--- config.mk ---
export PLATFORM = sky130hd
export DESIGN_NAME = pvdev_ctrl_regs
export DESIGN_NICKNAME = d
export VERILOG_FILES = /design/src/rtl/pvdev_pkg.sv /design/src/rtl/pvdev_feat_win.sv /design/src/rtl/pvdev_dev_state.sv /design/src/rtl/pvdev_irq_ctl.sv /design/src/rtl/pvdev_ctrl_regs.sv
export SDC_FILE = /design/constraint.sdc
export NUM_CORES = 1
export LEC_CHECK = 0
export BUFFER_PORTS_ARGS = -buffer_cell sky130_fd_sc_hd__buf_2
export CORE_MARGIN = 4
export CORE_UTILIZATION = 37
export CTS_CLUSTER_DIAMETER = 50
export DETAILED_ROUTE_END_ITERATION = 10
export PLACE_DENSITY_LB_ADDON = 0.1
export SLEW_MARGIN = 20
export SYNTH_ARGS = -nofsm -noshare
export SYNTH_HDL_FRONTEND = slang
export SYNTH_SLANG_ARGS = --single-unit
--- constraint.sdc ---
create_clock -name clk -period 4.6 [get_ports clk]
set_clock_uncertainty 0.2 [all_clocks]
set_input_delay 0.46 -clock clk [delete_from_list [all_inputs] [get_ports clk]]
set_output_delay 0.46 -clock clk [all_outputs]
set_load 0.05 [all_outputs]
--- src/rtl/pvdev_pkg.sv ---
`timescale 1ns/1ps
// Shared offsets and constants of the paravirtual device control register file.
// Assumes a 12-bit byte address space and 32-bit register words.
package pvdev_pkg;
    localparam int unsigned OFF_MAGIC    = 'h000;
    localparam int unsigned OFF_VERSION  = 'h004;
    localparam int unsigned OFF_DEVTYPE  = 'h008;
    localparam int unsigned OFF_VENDOR   = 'h00C;
    localparam int unsigned OFF_HFEAT    = 'h010;
    localparam int unsigned OFF_HSEL     = 'h014;
    localparam int unsigned OFF_GFEAT    = 'h020;
    localparam int unsigned OFF_GSEL     = 'h024;
    localparam int unsigned OFF_PAGE     = 'h028;
    localparam int unsigned OFF_ISR      = 'h060;
    localparam int unsigned OFF_ACK      = 'h064;
    localparam int unsigned OFF_STATUS   = 'h070;
    localparam int unsigned OFF_CFG_BASE = 'h100;

    localparam logic [31:0] MAGIC_WORD   = 32'h7472_6976;
    localparam logic [31:0] VERSION_WORD = 32'd1;

    // Interrupt cause bit positions.
    localparam int unsigned CAUSE_USED = 0;
    localparam int unsigned CAUSE_CFG  = 1;
    localparam int unsigned CAUSE_W    = 2;
endpackage

--- src/rtl/pvdev_feat_win.sv ---
`timescale 1ns/1ps
// Feature window: holds the offered-feature and accepted-feature selectors,
// presents the selected offered word and stores accepted words.
// Assumes single-cycle write strobes; dev_clr clears both selectors and the
// accepted words, and it overrides any write in the same cycle.
module pvdev_feat_win #(
    parameter int unsigned FEAT_WORDS = 2,
    parameter logic [FEAT_WORDS*32-1:0] HOST_FEATURES = '0
) (
    input  logic                     clk,
    input  logic                     rst_n,
    input  logic                     dev_clr,
    input  logic                     hsel_we,
    input  logic                     gsel_we,
    input  logic                     gfeat_we,
    input  logic [31:0]              wdata,
    output logic [31:0]              hfeat_word,
    output logic [FEAT_WORDS*32-1:0] guest_feat
);
    localparam int unsigned IDX_W = (FEAT_WORDS > 1) ? $clog2(FEAT_WORDS) : 1;

    logic [31:0] hsel_q;
    logic [31:0] gsel_q;
    logic        h_in_range;
    logic        g_in_range;
    logic [IDX_W-1:0] h_idx;

    assign h_in_range = (hsel_q < FEAT_WORDS);
    assign g_in_range = (gsel_q < FEAT_WORDS);
    assign h_idx      = hsel_q[IDX_W-1:0];

    // Selector registers, cleared by bus reset or device reset.
    always_ff @(posedge clk) begin
        if (!rst_n || dev_clr) begin
            hsel_q <= '0;
            gsel_q <= '0;
        end else begin
            if (hsel_we) hsel_q <= wdata;
            if (gsel_we) gsel_q <= wdata;
        end
    end

    // Offered word mux: out-of-range selectors read zero.
    always_comb begin
        hfeat_word = '0;
        for (int i = 0; i < FEAT_WORDS; i++) begin
            if (h_in_range && (h_idx == IDX_W'(i)))
                hfeat_word = HOST_FEATURES[i*32 +: 32];
        end
    end

    // One accepted-feature word register per implemented word.
    for (genvar w = 0; w < FEAT_WORDS; w++) begin : g_word
        always_ff @(posedge clk) begin
            if (!rst_n || dev_clr)
                guest_feat[w*32 +: 32] <= '0;
            else if (gfeat_we && g_in_range && (gsel_q[IDX_W-1:0] == IDX_W'(w)))
                guest_feat[w*32 +: 32] <= wdata;
        end
    end

    // a write with an out-of-range selector leaves every accepted word alone.
    p_ignore_oor_r3: assert property (@(posedge clk) disable iff (!rst_n)
        (gfeat_we && !g_in_range && !dev_clr) |=> $stable(guest_feat));

    // device reset returns both selectors to zero.
    p_sel_clear_r7: assert property (@(posedge clk) disable iff (!rst_n)
        dev_clr |=> (hsel_q == 0 && gsel_q == 0 && guest_feat == '0));
endmodule

--- src/rtl/pvdev_dev_state.sv ---
`timescale 1ns/1ps
// Device state: status byte, page size, device-reset detection and the
// one-cycle queue reset pulse.
// Assumes the status write enable is decoded by the parent.
module pvdev_dev_state #(
    parameter int unsigned STAT_W = 8
) (
    input  logic              clk,
    input  logic              rst_n,
    input  logic              status_we,
    input  logic              page_we,
    input  logic [31:0]       wdata,
    output logic              dev_clr,
    output logic              queue_rst,
    output logic [STAT_W-1:0] status,
    output logic [31:0]       page_size
);
    logic page_ok;

    assign dev_clr = status_we && (wdata == '0);
    assign page_ok = (wdata != '0) && ((wdata & (wdata - 32'd1)) == '0);

    // Status byte: non-zero writes accumulate flags, zero clears.
    always_ff @(posedge clk) begin
        if (!rst_n || dev_clr)
            status <= '0;
        else if (status_we)
            status <= status | wdata[STAT_W-1:0];
    end

    // Page size: accepts only powers of two.
    always_ff @(posedge clk) begin
        if (!rst_n || dev_clr)
            page_size <= '0;
        else if (page_we && page_ok)
            page_size <= wdata;
    end

    // Queue reset pulse, registered one cycle after the zero write.
    always_ff @(posedge clk) begin
        if (!rst_n) queue_rst <= 1'b0;
        else        queue_rst <= dev_clr;
    end

    // reset pulse follows a zero status write, with status cleared.
    p_qrst_follows_r7: assert property (@(posedge clk) disable iff (!rst_n)
        dev_clr |=> (queue_rst && status == '0 && page_size == '0));

    // pulse lasts one cycle unless another zero write arrived.
    p_qrst_single_r7: assert property (@(posedge clk) disable iff (!rst_n)
        (queue_rst && !dev_clr) |=> !queue_rst);

    // rejected page size writes keep the old value.
    p_page_keep_r5: assert property (@(posedge clk) disable iff (!rst_n)
        (page_we && !page_ok && !dev_clr) |=> $stable(page_size));
endmodule

--- src/rtl/pvdev_irq_ctl.sv ---
`timescale 1ns/1ps
// Interrupt cause register: sticky causes set by event pulses, cleared by
// acknowledge bits or device reset. A cause pulse beats its acknowledge.
// Assumes event pulses are synchronous to clk.
module pvdev_irq_ctl #(
    parameter int unsigned NCAUSE = 2
) (
    input  logic              clk,
    input  logic              rst_n,
    input  logic              dev_clr,
    input  logic [NCAUSE-1:0] cause_set,
    input  logic              ack_we,
    input  logic [NCAUSE-1:0] ack_mask,
    output logic [NCAUSE-1:0] isr,
    output logic              irq
);
    // Per-cause sticky bit; set has priority over acknowledge.
    for (genvar c = 0; c < NCAUSE; c++) begin : g_cause
        always_ff @(posedge clk) begin
            if (!rst_n || dev_clr)
                isr[c] <= 1'b0;
            else if (cause_set[c])
                isr[c] <= 1'b1;
            else if (ack_we && ack_mask[c])
                isr[c] <= 1'b0;
        end

        // a cause pulse in the same cycle as its acknowledge keeps the bit.
        p_set_wins_r9: assert property (@(posedge clk) disable iff (!rst_n)
            (cause_set[c] && !dev_clr) |=> isr[c]);

        // a lone acknowledge clears the bit.
        p_ack_clears_r9: assert property (@(posedge clk) disable iff (!rst_n)
            (ack_we && ack_mask[c] && !cause_set[c]) |=> !isr[c]);
    end

    // Single interrupt line.
    assign irq = |isr;

    // device reset empties the cause register.
    p_clr_empty_r7: assert property (@(posedge clk) disable iff (!rst_n)
        dev_clr |=> (isr == '0 && !irq));
endmodule

--- src/rtl/pvdev_ctrl_regs.sv ---
`timescale 1ns/1ps
// Control register file of a memory-mapped paravirtual device: decodes the
// register bus, returns registered read data, and routes accesses at and
// above the configuration base to an external configuration window.
// Assumes one-cycle strobes and that bus_wr and bus_rd are never both high.
module pvdev_ctrl_regs
    import pvdev_pkg::*;
#(
    parameter int unsigned ADDR_W     = 12,
    parameter int unsigned FEAT_WORDS = 2,
    parameter int unsigned STAT_W     = 8,
    parameter logic [31:0] DEV_TYPE   = 32'd1,
    parameter logic [31:0] VENDOR     = 32'h0000_ABCD,
    parameter logic [FEAT_WORDS*32-1:0] HOST_FEATURES = 64'h0000_0003_8000_0021
) (
    input  logic                     clk,
    input  logic                     rst_n,
    input  logic [ADDR_W-1:0]        bus_addr,
    input  logic [31:0]              bus_wdata,
    input  logic                     bus_wr,
    input  logic                     bus_rd,
    output logic [31:0]              bus_rdata,
    output logic                     cfg_sel,
    output logic [ADDR_W-1:0]        cfg_off,
    input  logic [31:0]              cfg_rdata,
    input  logic                     evt_used,
    input  logic                     evt_cfg,
    output logic                     irq,
    output logic                     queue_rst,
    output logic [FEAT_WORDS*32-1:0] drv_features,
    output logic [31:0]              page_size,
    output logic [STAT_W-1:0]        dev_status
);
    localparam logic [ADDR_W-1:0] CFG_BASE = ADDR_W'(OFF_CFG_BASE);

    logic              in_cfg;
    logic              dev_clr;
    logic [31:0]       hfeat_word;
    logic [CAUSE_W-1:0] isr;
    logic [CAUSE_W-1:0] cause_set;

    // Decode helper: write strobe hitting a given fixed offset.
    function automatic logic wr_hit(input logic [ADDR_W-1:0] a, input int unsigned off);
        return (a == ADDR_W'(off));
    endfunction

    assign in_cfg  = (bus_addr >= CFG_BASE);
    assign cfg_sel = in_cfg && (bus_wr || bus_rd);
    assign cfg_off = bus_addr - CFG_BASE;

    assign cause_set[CAUSE_USED] = evt_used;
    assign cause_set[CAUSE_CFG]  = evt_cfg;

    pvdev_feat_win #(
        .FEAT_WORDS   (FEAT_WORDS),
        .HOST_FEATURES(HOST_FEATURES)
    ) u_feat (
        .clk       (clk),
        .rst_n     (rst_n),
        .dev_clr   (dev_clr),
        .hsel_we   (bus_wr && wr_hit(bus_addr, OFF_HSEL)),
        .gsel_we   (bus_wr && wr_hit(bus_addr, OFF_GSEL)),
        .gfeat_we  (bus_wr && wr_hit(bus_addr, OFF_GFEAT)),
        .wdata     (bus_wdata),
        .hfeat_word(hfeat_word),
        .guest_feat(drv_features)
    );

    pvdev_dev_state #(
        .STAT_W(STAT_W)
    ) u_state (
        .clk      (clk),
        .rst_n    (rst_n),
        .status_we(bus_wr && wr_hit(bus_addr, OFF_STATUS)),
        .page_we  (bus_wr && wr_hit(bus_addr, OFF_PAGE)),
        .wdata    (bus_wdata),
        .dev_clr  (dev_clr),
        .queue_rst(queue_rst),
        .status   (dev_status),
        .page_size(page_size)
    );

    pvdev_irq_ctl #(
        .NCAUSE(CAUSE_W)
    ) u_irq (
        .clk      (clk),
        .rst_n    (rst_n),
        .dev_clr  (dev_clr),
        .cause_set(cause_set),
        .ack_we   (bus_wr && wr_hit(bus_addr, OFF_ACK)),
        .ack_mask (bus_wdata[CAUSE_W-1:0]),
        .isr      (isr),
        .irq      (irq)
    );

    // Registered read mux; holds the last value between reads.
    always_ff @(posedge clk) begin
        if (!rst_n) begin
            bus_rdata <= '0;
        end else if (bus_rd) begin
            if (in_cfg) begin
                bus_rdata <= cfg_rdata;
            end else begin
                unique case (bus_addr)
                    ADDR_W'(OFF_MAGIC):   bus_rdata <= MAGIC_WORD;
                    ADDR_W'(OFF_VERSION): bus_rdata <= VERSION_WORD;
                    ADDR_W'(OFF_DEVTYPE): bus_rdata <= DEV_TYPE;
                    ADDR_W'(OFF_VENDOR):  bus_rdata <= VENDOR;
                    ADDR_W'(OFF_HFEAT):   bus_rdata <= hfeat_word;
                    ADDR_W'(OFF_ISR):     bus_rdata <= 32'(isr);
                    ADDR_W'(OFF_STATUS):  bus_rdata <= 32'(dev_status);
                    default:              bus_rdata <= '0;
                endcase
            end
        end
    end

    // read data holds while no read is issued.
    p_rdata_hold_r10: assert property (@(posedge clk) disable iff (!rst_n)
        !bus_rd |=> $stable(bus_rdata));

    // configuration window reads return the window data next cycle.
    p_cfg_read_r11: assert property (@(posedge clk) disable iff (!rst_n)
        (bus_rd && in_cfg) |=> (bus_rdata == $past(cfg_rdata)));

    // interrupt line agrees with the cause register read path.
    p_irq_pending_r8: assert property (@(posedge clk) disable iff (!rst_n)
        (bus_rd && bus_addr == ADDR_W'(OFF_ISR) && irq) |=> (bus_rdata != '0));
endmodule

Yosys cells after proc, flatten, opt, wreduce, memory -nomap -nowiden
Index checks and enable logic that the tools add are counted.

Register bits after elaboration: 203. Bits of input ports: 82. Word-level logic and storage cells: 66. Output and inout bits: 151.

Bitwise operators: 4. Magnitude comparators: 3. Multiplexer cells: 8. Equal/unequal tests: 11. Reduce and logical (&&, ||, !) cells: 28. Add/subtract/negate cells: 2.

Operator list (number): case mux 32 bit (6 select lines) (1); two-way mux 32 bit (3); zero test 32 bit (2); < comparator 32 x 2 -> 1 bit, second input constant (2); equality test 12 x 6 -> 1 bit, second input constant (3); equality test 12 x 7 -> 1 bit, second input constant (3); bitwise AND 32 bit (1); nonzero test 32 bit (1); subtractor 32 x 1 -> 32 bit, second input constant (1); equality test 12 x 4 -> 1 bit, second input constant (2); equality test 12 x 5 -> 1 bit, second input constant (2); logical AND 1 bit (17); equality test 12 x 3 -> 1 bit, second input constant (1); >= comparator 12 x 9 -> 1 bit, second input constant (1); zero test 12 bit (1); subtractor 12 x 9 -> 12 bit, second input constant (1); OR 8 bit (1); two-way mux 1 bit (4); nonzero test 2 bit (2); OR reduction 2 bit (2); logical OR 1 bit (2); NOT 1 bit (2); zero test 1 bit (1).

Longest topological paths before layout
Gate-level depths: netlist of run 1.

Word-level depth: 6. Depth in mapped cells: 10. Depth with buffers taken out: 8.

Modules after synthesis
From an unflattened synthesis of run 1, not the netlist that was laid out.

Cells, all modules: 1050. Area, all modules: 9326.4 µm².

Modules (own cells, without submodules): pvdev_feat_win (cells each 507, area an instance 5038.6 µm², seq. area each 2562.5 µm², times used 1); pvdev_ctrl_regs (cells each 291, area an instance 2190.9 µm², seq. area each 640.6 µm², times used 1); pvdev_dev_state (cells each 242, area an instance 2004.4 µm², seq. area each 820.8 µm², times used 1); pvdev_irq_ctl (cells each 10, area an instance 92.6 µm², seq. area each 40.0 µm², times used 1).

Worst setup path after synthesis of run 1
No wires, ideal clock.

Path type: input to output. From: input port bus_addr[7]. To: output port cfg_sel. Arrival: 2381 ps. Path buffers: 3. Cell stages on the path: 7. Data required time: 3940 ps. Slack: 1559 ps. Path through: clkbuf_1 > nor4_1 > nand4_1 > nand3_1 > clkbuf_1 > buf_1 > o21a_1.

Longest elaborated chain between the ends: 2.

RTL lines: from (decl) (RTL line pvdev_ctrl_regs.sv:18) `input logic [ADDR_W-1:0] bus_addr,`; >= comparator 12 x 9 -> 1 bit (RTL line pvdev_ctrl_regs.sv:47) `assign in_cfg = (bus_addr >= CFG_BASE);`; logical AND 1 bit (RTL line pvdev_ctrl_regs.sv:48) `assign cfg_sel = in_cfg && (bus_wr || bus_rd);`; to (decl) (RTL line pvdev_ctrl_regs.sv:23) `output logic cfg_sel,`.

No other way between the ends.

Worst setup path in the final report of run 1
From: input port bus_addr[4]. To: output port cfg_sel.

Same word-level chain as after synthesis.

==> results of run 1 <==
[critical path: stages]
cell	delay [ns]
buf_2	0.17
nor4_1	0.60
nand4_1	0.16
nand3_1	0.53
o21a_1	0.20
buf_2	0.26
[area by class of cell]
| class | instances | share of cell area (%) |
|---|---|---|
| Timing Repair Buffer | 252 | 12.7 |
| Sequential cell | 203 | 38.5 |
| Inverter | 4 | 0.142 |
| Multi-Input combinational cell | 701 | 36.8 |
| Clock buffer | 40 | 7.65 |
| Clock inverter | 11 | 0.771 |
| Antenna cell | 1 | 0.0237 |
| Tap cell | 280 | 3.32 |
[sequential cells by signal (all words and copies together) (netlist names)]
signal	flops
u_state.page_size	32
u_feat.gsel_q	32
u_irq.isr	2
u_feat.guest_feat	64
u_feat.hsel_q	32
u_state.status	8
u_state.queue_rst	1
bus_rdata	32
[timing repair]
item	in CTS	in global routing
hold buffers	7	0
hold endpoints to repair	7	0
buffers inserted	0	0
[how the worst min path moves through the flow]
stage / to / start / cells past startpoint / slack, ns
after global placement: u_feat.gsel_q[19]$_SDFFE_PP0P_ / u_feat.gsel_q[19]$_SDFFE_PP0P_ / 2 / 0.24
final: bus_rdata[10]$_SDFFE_PN0P_ / cfg_rdata[10] / 3 / 0.02
after detailed placement: u_feat.gsel_q[17]$_SDFFE_PP0P_ / u_feat.gsel_q[17]$_SDFFE_PP0P_ / 2 / 0.25
after global routing: bus_rdata[23]$_SDFFE_PN0P_ / cfg_rdata[23] / 3 / 0.01
after CTS: bus_rdata[10]$_SDFFE_PN0P_ / cfg_rdata[10] / 3 / 0.0008
after floorplan: u_feat.gsel_q[20]$_SDFFE_PP0P_ / u_feat.gsel_q[20]$_SDFFE_PP0P_ / 2 / 0.24
[per-layer routing]
layer / global-route usage, % / share of wire, %
met1: 28.8 / 46
met2: 34.0 / 46
met3: 4.35 / 6.0
met4: 4.34 / 1.7
met5: 0 / 0
[synth_stat cells, types with 3 or more instances]
cell type | number | share of area, %
a21boi_0 | 10 | 0.89
a21oi_1 | 145 | 8.6
a22oi_1 | 3 | 0.27
buf_1 | 6 | 0.27
buf_2 | 36 | 2.1
buf_4 | 9 | 0.80
buf_6 | 3 | 0.40
clkbuf_1 | 42 | 1.9
dfxtp_1 | 203 | 48
ha_1 | 3 | 0.45
inv_1 | 4 | 0.18
mux2i_1 | 67 | 8.0
nand2_1 | 153 | 6.8
nand2b_1 | 11 | 0.82
nand3_1 | 46 | 2.7
nand4_1 | 14 | 1.0
nand4b_1 | 4 | 0.42
nor2_1 | 95 | 4.2
nor2b_1 | 4 | 0.30
nor3_1 | 9 | 0.53
nor4_1 | 22 | 1.6
o211a_1 | 3 | 0.36
o21ai_0 | 51 | 3.0
o21ai_1 | 11 | 0.65
o31ai_1 | 3 | 0.27
or2_2 | 3 | 0.22
or3_1 | 5 | 0.37
or4_1 | 4 | 0.36
[cells by family (layout without fill, tap and decap cells)]
logic type	count (synthesis)	after routing	share of synthesized area (%)
buffers and inverters	102	307	6.01
flip-flops	203	203	48.2
multiplexers	67	67	7.96
XOR/XNOR	2	2	0.208
adder cells (fa/ha/maj)	4	4	0.564
other	0	1	0
AND/OR/NAND/NOR	385	385	21.2
AO/OA/AOI/OAI	243	243	15.8
[power groups by stage]
stage,Combinational (mW),Clock (mW),Sequential [mW]
after CTS,0.332,2.08,1.79
after floorplan,0.148,0,1.89
after global placement,0.327,0,1.82
final,0.331,2.04,1.79
after global routing,0.350,2.18,1.79
after detailed placement,0.326,0,1.83
[per-stage QoR]
step,worst slack (ns),utilization (%),power [mW],cells,hold WS (ns)
after CTS,1.54,47.7,4.20,1491,0.000800
final,1.54,47.7,4.15,1492,0.0212
after global routing,1.43,47.7,4.31,1492,0.0135
after global placement,1.14,43.4,2.15,1433,0.243
after detailed placement,1.07,43.4,2.15,1433,0.248
after floorplan,1.56,-,2.04,1006,0.236
==> flow_summary.json, run 1 <==
{
  "clk_latency_ns": 0.53,
  "place.gp.congestion": 0.820,
  "grt-ovfl-total": 0,
  "tightest_slew_ns": 0.872,
  "clockBufferDepth": 3,
  "synth.distinct_cells": 54,
  "yosysWarningCount": 0,
  "multiInputGateArea_sq_mm": 0.00388,
  "worstSetupPathType": "in -> out",
  "period_share_pct": 66.5,
  "reg2reg_to": "u_feat.guest_feat[47]$_SDFFE_PP0P_",
  "layout_common_cells": "buf_2, dfxtp_1, nand2_1",
  "vias": 7835,
  "synth_edf_count": 0,
  "p_leak_nw": 4.79,
  "syn_to_final_growth_pct": 25.2,
  "hold_violations": 0,
  "nNetsFinal": 1275,
  "post-route-drc-count": 0,
  "numCtsBuffers": 28,
  "initial_utilization_pct": 38.1,
  "hold_path_class": "in -> reg",
  "grt_pass1_wl_microns": 43400,
  "placed_area_sq_mm": 0.00958,
  "ys_seq_area_share_pct": 48.2,
  "die_area_sq_mm": 0.0252,
  "cts-root-buf": "clkbuf_16",
  "async_flop_share_pct": 0,
  "clock-sinks": 203,
  "wire_per_inst_microns": 18.6,
  "internal_power_mw": 3.09,
  "switching_share_pct": 25.6,
  "timing.fmax_mhz": 327,
  "grt_pass1_vias": 7511,
  "syn_inst": 1006,
  "grt_usage_pct": 20.9,
  "rrSetupSlack_ns": 1.74,
  "chipHeight_microns": 159,
  "clk_pin_slew_ns": 0.05,
  "p_sw_mw": 1.06,
  "cp-end-kind": "output pin",
  "row_count": 54,
  "startpoint": "bus_addr[4]",
  "drive_above_1_share_pct": 25.2,
  "p_comb_share_pct": 8.0,
  "grt_max_degree": 146,
  "fill_cells": 2244,
  "hpwl_microns": 18300,
  "required_ns": 3.94,
  "max_slew_margin_pct": 41.8,
  "cp.arrival_ns": 2.40,
  "period_needed_ns": 3.06,
  "seq_power_share_pct": 43.0,
  "status": "complete, no violations",
  "cts_tree": "done",
  "cts_resized": 0,
  "grt_setup_unrepaired": "no",
  "avgSynthCellArea_sq_um": 8.37,
  "synth_top_flop_cell": "dfxtp_1",
  "cts_max_level": 1,
  "routed_via_density": 5.25,
  "peakVddDrop_uv": 240,
  "fp.coreArea_sq_mm": 0.0221,
  "r2r_cells": 7,
  "fin_tns_setup_ns": 0,
  "synth_nets": 1091,
  "design_area_sq_mm": 0.0105,
  "worst_r2r_startpoint": "u_feat.gsel_q[17]$_SDFFE_PP0P_",
  "ys_ff_latch": 203,
  "powerDensity_mw_per_mm2": 394,
  "antenna_left": 0,
  "power_frac_clock_pct": 49.0,
  "maxCapViolCount": 0,
  "fp.dieW_microns": 159,
  "regArea_sq_mm": 0.00406,
  "io_buffer_count": 232,
  "ioPinCount": 233,
  "antenna_found_initial": 1,
  "setup_violations": 0,
  "crit_path_end": "cfg_sel",
  "drtIter0Drc": 619,
  "slew_violations": 0,
  "finalWirelength_microns": 27700,
  "final_common_cell": "buf_2",
  "syn-cell-area_sq_mm": 0.00842,
  "drtPass1Iterations": 5,
  "start_kind": "primary input",
  "path_max_fanout": 16
}
(Power assumes the default switching activity.)
==> inputs of run 2 (changes only) <==
clock period = 2.5 ns   (was 4.6 ns; I/O delays follow)
==> run 2 against run 1 <==
Core utilization grew 8.2 points. Largest power group unchanged. Worst setup slack lost 1.5 ns. Register-to-register slack lost 1.4 ns. Die area is the same. Critical endpoint is now u_state.page_size[18]$_SDFFE_PP0P_. The run now ends with hold timing left. Via count grew 11%.
==> flow_summary.json, run 2 (synthesis results as in run 1) <==
{
  "worstSetupPathType": "in -> reg",
  "rrSetupSlack_ns": 0.30,
  "start_kind": "primary input",
  "period_needed_ns": 2.46,
  "crit_slowest_cell": "dlygate4sd3_1",
  "critPathTopFamily": "buffers and inverters",
  "peakVddDrop_uv": 451,
  "layout_common_cells": "buf_2, dfxtp_1, nand2_1",
  "reg2reg_to": "bus_rdata[1]$_SDFFE_PN0P_",
  "r2r_cells": 8,
  "max_stage_delay_ns": 0.56,
  "initial_utilization_pct": 38.1,
  "drtIter0Drc": 668,
  "grt_setup_unrepaired": "yes",
  "final_common_cell": "buf_2",
  "cp.arrival_ns": 2.70,
  "hold_violations": 4,
  "wl_met3_microns": 2500,
  "syn_to_final_growth_pct": 46.8,
  "max_slew_margin_pct": 58.1,
  "numCtsBuffers": 26,
  "tightest_slew_ns": 0.629,
  "final_cells": 1655,
  "grt-ovfl-total": 0,
  "drive_above_1_share_pct": 31.3,
  "cts-root-buf": "clkbuf_16",
  "top_layer": "met4",
  "min_from": "bus_wdata[8]",
  "path_cells": "buf_2 -> dlygate4sd3_1 -> buf_6 -> o21ai_1 -> nand2_1 -> nor4_2 -> buf_4 -> nand4_1 -> buf_4 -> nor3_4 -> buf_12 -> clkbuf_16 -> nand3_1 -> a21oi_1",
  "crit_path_frequent_cell": "buf_4",
  "cp-end-kind": "flop",
  "wire_per_inst_microns": 19.2,
  "powerDensity_mw_per_mm2": 648,
  "post-route-drc-count": 0,
  "clockBufferDepth": 3,
  "slew_violations": 0,
  "startpoint": "bus_wdata[17]",
  "pre_cts_ws_ns": -0.459,
  "p_leak_nw": 5.69,
  "timing.fmax_mhz": 407,
  "io_buffer_count": 232,
  "setup_violations": 0,
  "wl_met1_microns": 14300,
  "hold_depth": 4,
  "placed_area_sq_mm": 0.0106,
  "hold_path_class": "in -> reg",
  "hpwl_microns": 20900,
  "routed_via_density": 5.25,
  "design_area_sq_mm": 0.0124,
  "antenna_cells": 0,
  "row_count": 54,
  "finalWirelength_microns": 31800,
  "ioPinCount": 233,
  "drtPass1Iterations": 5,
  "grt_pass1_wl_microns": 48700,
  "status": "finished, violations left",
  "hold_slack_ns": -0.0331,
  "die_area_sq_mm": 0.0252,
  "cts_max_level": 1,
  "dp.cells": 1535,
  "place.gp.congestion": 0.819,
  "nNetsFinal": 1442,
  "clock-sinks": 203,
  "worst_r2r_startpoint": "u_feat.hsel_q[17]$_SDFFE_PP0P_",
  "multiInputGateArea_sq_mm": 0.00399,
  "violations": "hold timing",
  "grt_max_degree": 33,
  "maxCapViolCount": 0,
  "period_share_pct": 98.3,
  "regArea_sq_mm": 0.00406,
  "required_ns": 2.75,
  "setup_slack_ns": 0.0429,
  "top_register": "u_feat.guest_feat",
  "cts_tree": "done",
  "fp.coreArea_sq_mm": 0.0221,
  "path_buf_inv": 7,
  "vias": 8682,
  "antenna_left": 0,
  "hold_end": "u_feat.gsel_q[8]$_SDFFE_PP0P_",
  "grt_usage_pct": 23.7,
  "chipHeight_microns": 159,
  "fp.dieW_microns": 159,
  "grt_pass1_vias": 8341,
  "antenna_found_initial": 0,
  "met2_length_microns": 14400,
  "largest_reg_flops": 64,
  "path_max_fanout": 8,
  "clk_pin_slew_ns": 0.06,
  "clk_latency_ns": 0.52,
  "power_mw": 8.01,
  "fill_cells": 2075
}
-- run 2: changes by cell type in the layout (fill, tap and decap cells not counted), sizes merged --
cell          delta
buf            +102
dlygate4sd3     +62
clkbuf           -8
bufinv           +4
inv              -3
clkinv           +2
clkinvlp         +2
or3              +2
diode            -1
dlymetal6s4s     +1
-- run 2: worst max-delay path by stage --
stage	end	cells past startpoint
global placement	u_state.page_size[31]$_SDFFE_PP0P_	8
floorplan	u_state.page_size[10]$_SDFFE_PP0P_	9
finish	u_state.page_size[18]$_SDFFE_PP0P_	14
detailed placement	u_state.page_size[31]$_SDFFE_PP0P_	8
CTS	u_state.page_size[31]$_SDFFE_PP0P_	9
global route	u_state.page_size[18]$_SDFFE_PP0P_	11
-- run 2: what timing repair did --
| action | CTS | global route |
|---|---|---|
| hold buffers | 71 | 0 |
| endpoints found under the hold margin | 118 | 0 |
| resized for setup | 0 | 26 |
| endpoints found under the setup margin | 0 | 32 |
| buffers inserted | 0 | 2 |
-- run 2: area by class of cell --
cell class	count	area share, %
multi-input combinational	703	32.2
tap	280	2.83
clock inverter	16	1.61
inverter	4	0.152
sequential	203	32.9
clock buffer	30	5.72
timing repair buffer	419	24.6
-- run 2: through the flow --
| stage | utilization [%] | TNS, ns | hold WS, ns |
|---|---|---|---|
| after floorplan | - | -9.46 | 0.167 |
| after global placement | 47.8 | -31.49 | 0.241 |
| after detailed placement | 47.8 | -29.97 | 0.245 |
| after CTS | 55.2 | 0 | 0.000514 |
| after global routing | 56.0 | -0.712 | 0.0186 |
| final | 56.0 | 0 | -0.0331 |
-- run 2: worst min-delay path, stage by stage --
cell and delay [ns]:
buf_2 0.14, buf_4 0.15, nand2_1 0.05, a21oi_1 0.05
-- run 2: per-layer routing --
metal,up-vias,GRT usage [%]
met4,0,5.01
met1,4079,32.7
met3,37,5.26
li1,4203,-
met2,363,38.5
met5,-,0
-- run 2: power by group --
part | internal (mW) | total, mW | switching, mW
clock network | 2.44 | 3.87 | 1.43
registers | 3.27 | 3.29 | 0.0169
logic | 0.320 | 0.849 | 0.529
